$ cat src/rtl/isa_dma_addr_seq.sv
module isa_dma_addr_seq #(
  parameter int PAGE_W = 8,
  parameter int ADDR_W = 16,
  localparam int PHYS_W = PAGE_W + ADDR_W
) (
  input  logic              clk,
  input  logic              rst_n,
  input  logic              chan_wide,
  input  logic [1:0]        cfg_win_sel,
  input  logic              plat_pci,
  input  logic              ld_page_en,
  input  logic              ld_addr_en,
  input  logic              ld_cnt_en,
  input  logic              ld_mode_en,
  input  logic [ADDR_W-1:0] ld_data,
  input  logic              mode_auto,
  input  logic              mode_dec,
  input  logic              chan_masked,
  input  logic              stat_rd,
  input  logic              xfer_req,
  output logic              xfer_ack,
  output logic [PHYS_W-1:0] phys_addr,
  output logic              tc_pulse,
  output logic              mask_req,
  output logic              tc_flag,
  output logic [ADDR_W-1:0] cur_cnt
);

  logic [PAGE_W-1:0] page_q;
  logic [ADDR_W-1:0] base_addr_q, cur_addr_q, base_cnt_q, cur_cnt_q;
  logic              auto_q, dec_q, tc_flag_q;
  logic              win128, last;
  logic [ADDR_W-1:0] addr_step;

  assign win128    = (cfg_win_sel == 2'd1) | ((cfg_win_sel != 2'd2) & ~plat_pci);
  assign xfer_ack  = xfer_req & ~chan_masked;
  assign last      = xfer_ack & (cur_cnt_q == '0);
  assign tc_pulse  = last;
  assign mask_req  = last & ~auto_q;
  assign tc_flag   = tc_flag_q;
  assign cur_cnt   = cur_cnt_q;
  assign addr_step = dec_q ? cur_addr_q - 1'b1 : cur_addr_q + 1'b1;

  always_comb begin
    if (!chan_wide)
      phys_addr = {page_q, cur_addr_q};
    else if (win128)
      phys_addr = {page_q[PAGE_W-1:1], cur_addr_q, 1'b0};
    else
      phys_addr = {page_q, cur_addr_q[ADDR_W-2:0], 1'b0};
  end

  always_ff @(posedge clk) begin
    if (!rst_n) begin
      page_q      <= '0;
      base_addr_q <= '0;
      cur_addr_q  <= '0;
      base_cnt_q  <= '0;
      cur_cnt_q   <= '0;
      auto_q      <= 1'b0;
      dec_q       <= 1'b0;
      tc_flag_q   <= 1'b0;
    end else begin
      if (ld_page_en) page_q <= ld_data[PAGE_W-1:0];
      if (ld_mode_en) begin
        auto_q <= mode_auto;
        dec_q  <= mode_dec;
      end
      if (ld_addr_en) begin
        base_addr_q <= ld_data;
        cur_addr_q  <= ld_data;
      end else if (xfer_ack) begin
        cur_addr_q <= (last && auto_q) ? base_addr_q : addr_step;
      end
      if (ld_cnt_en) begin
        base_cnt_q <= ld_data;
        cur_cnt_q  <= ld_data;
      end else if (xfer_ack) begin
        if (last) cur_cnt_q <= auto_q ? base_cnt_q : '1;
        else      cur_cnt_q <= cur_cnt_q - 1'b1;
      end
      if (last)         tc_flag_q <= 1'b1;
      else if (stat_rd) tc_flag_q <= 1'b0;
    end
  end

  p_masked_hold_r11: assert property (@(posedge clk) disable iff (!rst_n)
    (chan_masked && !ld_addr_en && !ld_cnt_en) |=> ($stable(cur_addr_q) && $stable(cur_cnt_q)));

  p_count_down_r7: assert property (@(posedge clk) disable iff (!rst_n)
    (xfer_ack && cur_cnt_q != '0 && !ld_cnt_en) |=> (cur_cnt_q == $past(cur_cnt_q) - 1'b1));

  p_reload_r8: assert property (@(posedge clk) disable iff (!rst_n)
    (tc_pulse && auto_q && !ld_cnt_en && !ld_addr_en) |=>
      (cur_cnt_q == base_cnt_q && cur_addr_q == base_addr_q));

  p_end_count_r9: assert property (@(posedge clk) disable iff (!rst_n)
    (tc_pulse && !auto_q && !ld_cnt_en) |=> (cur_cnt_q == '1));

  p_tc_sticky_r10: assert property (@(posedge clk) disable iff (!rst_n)
    tc_pulse |=> tc_flag);

  p_flag_hold_r10: assert property (@(posedge clk) disable iff (!rst_n)
    (tc_flag && !stat_rd) |=> tc_flag);

endmodule

$ cat config.mk
export PLATFORM = sky130hd
export DESIGN_NAME = isa_dma_addr_seq
export DESIGN_NICKNAME = d
export VERILOG_FILES = /design/src/rtl/isa_dma_addr_seq.sv
export SDC_FILE = /design/constraint.sdc
export NUM_CORES = 1
export LEC_CHECK = 0
export BUFFER_PORTS_ARGS = -buffer_cell sky130_fd_sc_hd__buf_2
export CAP_MARGIN = 20
export CORE_MARGIN = 4
export CORE_UTILIZATION = 53
export CTS_BUF_LIST = sky130_fd_sc_hd__clkbuf_8
export CTS_CLUSTER_SIZE = 40
export DETAILED_ROUTE_END_ITERATION = 6
export GPL_ROUTABILITY_DRIVEN = 0
export PLACE_DENSITY = 0.86
export SYNTH_ARGS = -nofsm -noshare
export SYNTH_HDL_FRONTEND = slang
export SYNTH_SLANG_ARGS = --single-unit
$ cat constraint.sdc
create_clock -name clk -period 2.3 [get_ports clk]
set_clock_uncertainty 0.05 [all_clocks]
set_input_delay 0 -clock clk [delete_from_list [all_inputs] [get_ports clk]]
set_output_delay 0 -clock clk [all_outputs]
set_load 0.02 [all_outputs]
==> results.txt <==
* Fin. max-slew vios: 0
- In the routed layout, each cell is associated on average with a via count of between 6 and 7.
- The number of endpoints with negative hold slack in the final report is 0.
- Across all hold checks on the routed design, the worst slack comes to 16.7 ps.
- Total grt overflow: 0
* Number of nets in the synthesized netlist: roughly 570
- Headroom to the max-slew limit came out at 0.548.
* Total track usage: 0.271
* Most heavily used metal layer in global routing: met2
- Of the synthesized area, sequential elements account for 0.346.
* Final worst path period share: 1.01
- Most area-hungry cell type in the Yosys netlist: dfxtp_1
* Number of detailed-routing iterations run before antenna repair: 7
- Status: complete, but fails checks
- Arrival time at the worst endpoint: 2540 ps
- ANT nets after route: 0
* Post-detailed-route wirelength per cell: ~19 µm
- Setup Viol. Count Final: 4
* Synthesized area: 4340 µm²
- Yosys attributes the largest share of cell area to dfxtp_1 (35%), mux2i_1 (9.2%), nor2_1 (5.4%).
- Max-cap violations in this run came to 0.
- Power per cell area: ~620 nW/µm²
- Clock Tree Root: clkbuf_8
* Static Leak: 2.54 nW
- The first global-routing pass estimated between 20 and 25 mm of wire.
* Placed cells: 692
* Routed WL: 14.2 mm
- Fin nets: between 600 and 700
* Number of cells in the finished layout apart from fillers: ~740
* Setup repair after global routing missed its margin: true
- For this run, the number of Yosys warnings is 0.
* Slew at the pin closest to its max-slew limit: around 670 ps
- Launch point of the worst reg-to-reg path: cur_cnt[1]
- STA classifies the critical path startpoint as a flip-flop.
* Nature of the critical path endpoint: flip-flop
- Entering global routing, the biggest net connects 37 pins.
* CTS max path bufs: 2
* Top fanout value on the critical path: 7
- Clock transition at the registers of the reported paths: about 80 ps
- The min-delay analysis places its worst path in the category input pin to flip-flop.
* Met1 Track Usage GR: 0.335
* Post-detail-place hpwl: ~9.3 mm
- Worst IR Drop VDD: approximately 0.00040 V
- For this block, the initial DRC count from the detailed router was approximately 490.
- Crit path kind: flip-flop to flip-flop
* Post-layout power: 3.55 mW
* Async SR Flop Fraction: 0
* Hold path start: ld_page_en
- Antenna violations before repair: 0
- Relative to the synthesized area, the layout overhead comes to 31.9%.
- The initial utilization of the core area, before any placement, comes to 0.553.
* Number of instances on the worst hold path: 3
- Violated checks: design-rule violations, negative setup slack
* Sum of negative setup slack: -78.2 ps
- Number of buffers added on ports: 74
- The number of clock buffers added by TritonCTS is 9.
* Destination of the worst hold path: page_q[2]
* Share of post-route cells with drive strength above 1: 0.306
- The die covers between 9000 and 10000 µm².
- The number of global-route vias before repair is 4392.
- FMAX: ~430 MHz
- 75 I/O pins were placed.
- For this run, the leading register cell type out of synthesis is dfxtp_1.
* Flip-flop and latch count after synthesis: 75
- Once routing completed, OpenROAD measured the worst setup slack at -33.2 ps.
- TritonCTS built the clock tree.
- # diodes: 0
- The worst register-to-register path ends at cur_addr_q[1].
* Horizontal die dimension: about 98 µm
* Fraction of post-synthesis cell area in the top cell type by area: 0.346
- WP data required: ~2500 ps
* Flop-to-flop setup slack: -30 ps
* Syn Area/Cell: roughly 8.4 µm²
* GR met3 Demand/Resource: 0.0630
* Area of the core region: 7850 µm²
- Number of instances in the synthesized netlist: approximately 520
- Netlist cell types: 63
- Measured in cells, the most critical reg-to-reg path has a length of 9.
* Post-route minimum period: ~2300 ps
- The clock tree synthesis step divided the H-tree into 3 levels.
* DR vias: 4700
- The initialized floorplan defines 32 standard-cell rows.
- Clk Latency, worst-skew pair: 360 ps
- Number of synthesized flops with an enable pin: 0
* M2 GR Usage: 0.457
- CTS saw 75 sinks.
- Number of design rule violations left after detail routing: 2
- The floorplan step set the die height to 98.5 µm.
## flip-flops by register name, summed over array words and instances, names as in the netlist
register and flops:
dec_q 1, cur_cnt 16, page_q 8, base_addr_q 16, auto_q 1, base_cnt_q 16
tc_flag 1, cur_addr_q 16
## cells by family after synthesis
group / after synthesis / synth area share
compound gates: 152 / 0.218
xor+xnor: 15 / 0.0303
fa+ha+maj: 17 / 0.0507
buf+inv: 45 / 0.0473
flops: 75 / 0.346
mux: 57 / 0.137
simple gates: 157 / 0.170
## cells in the final DEF (no fill, tap or decap), types with 3 or more instances in the layout
cell           count
a211oi_1           5
a21o_1             3
a21oi_1           36
a21oi_2            4
a221oi_1           6
a31oi_1            8
buf_2             72
buf_4             42
clkbuf_8          10
dfxtp_1           72
dlygate4sd3_1     22
ha_1               7
ha_4               8
inv_1              6
inv_2              3
mux2_2            15
mux2i_1           40
nand2_1           46
nand3_1           13
nand4b_1           3
nor2_1            61
nor3_1             7
o211ai_1           6
o21ai_0           38
o21ai_1            6
o21ai_2            3
o22ai_1            8
o311ai_0           4
xnor2_1            8
xor2_1             7
## metal layers
metal,share of wire,wire (µm),up-vias
li1,-,-,2122
met1,0.37,5300,2174
met2,0.48,6830,313
met3,0.096,1370,91
met4,0.051,727,0
met5,0,0,-
## where the power goes
part	switching, mW	total, mW	internal [mW]
Combinational	0.519	0.917	0.398
Sequential	0.0786	1.46	1.38
Clock	0.530	1.17	0.643
Total	1.13	3.55	2.42
## synthesized netlist by cell type, types with 8 or more instances
library cell   n
o22ai_1        8
mux2_2        16
nor3_1         8
mux2i_1       40
inv_1          8
nor2_1        62
nand2_1       47
clkbuf_1      21
o21ai_0       46
xnor2_1        8
ha_1          16
a21oi_1       41
a31oi_1        9
dfxtp_1       75
nand3_1       13
## how the worst max path moves through the flow
stage,cells after the start,from,to
6_report,9,cur_cnt[1],cur_addr_q[1]
5_1_grt,9,cur_cnt[1],cur_addr_q[1]
4_1_cts,8,cur_cnt[0],cur_cnt[8]
3_5_place_dp,8,dec_q,cur_addr_q[14]
3_3_place_gp,8,dec_q,cur_addr_q[14]
2_1_floorplan,8,cur_cnt[0],cur_addr_q[5]
## repair_timing
| action | 4_1_cts | 5_1_grt |
|---|---|---|
| hold buffers | 22 | 0 |
| endpoints found under the setup margin | 2 | 29 |
| gates resized for setup | 3 | 60 |
| hold endpoints to repair | 67 | 0 |
| pin swaps | 2 | 22 |
| buffers inserted | 0 | 12 |
| gates cloned | 0 | 1 |
## critical path, cell delays in order (launching register included)
cell,delay (ps)
dfxtp_2,330
inv_2,70
ha_4,130
or4b_4,470
nor4_4,380
nand3_4,160
buf_12,170
mux2i_1,190
a21oi_1,100
a31o_1,180
## stage by stage
| step | instance area (µm²) | util | setup slack [ps] |
|---|---|---|---|
| after floorplan | 4340 | - | 80.0 |
| after global placement | 4920 | 0.627 | 43.5 |
| after detailed placement | 4920 | 0.627 | -53.9 |
| after CTS | 5390 | 0.686 | 0.880 |
| after global routing | 5730 | 0.730 | -145 |
| final | 5730 | 0.730 | -33.2 |
## final cells by class
type                    count  area, µm²
clock buffers              10        138
multi-input cells         399       2860
well taps                 102        128
repair buffers            141        973
inverters                   9       33.8
clock inverters             6       88.8
flip-flops and latches     75       1510
fillers                   540       2120
Power figures use the tool's default switching activity.
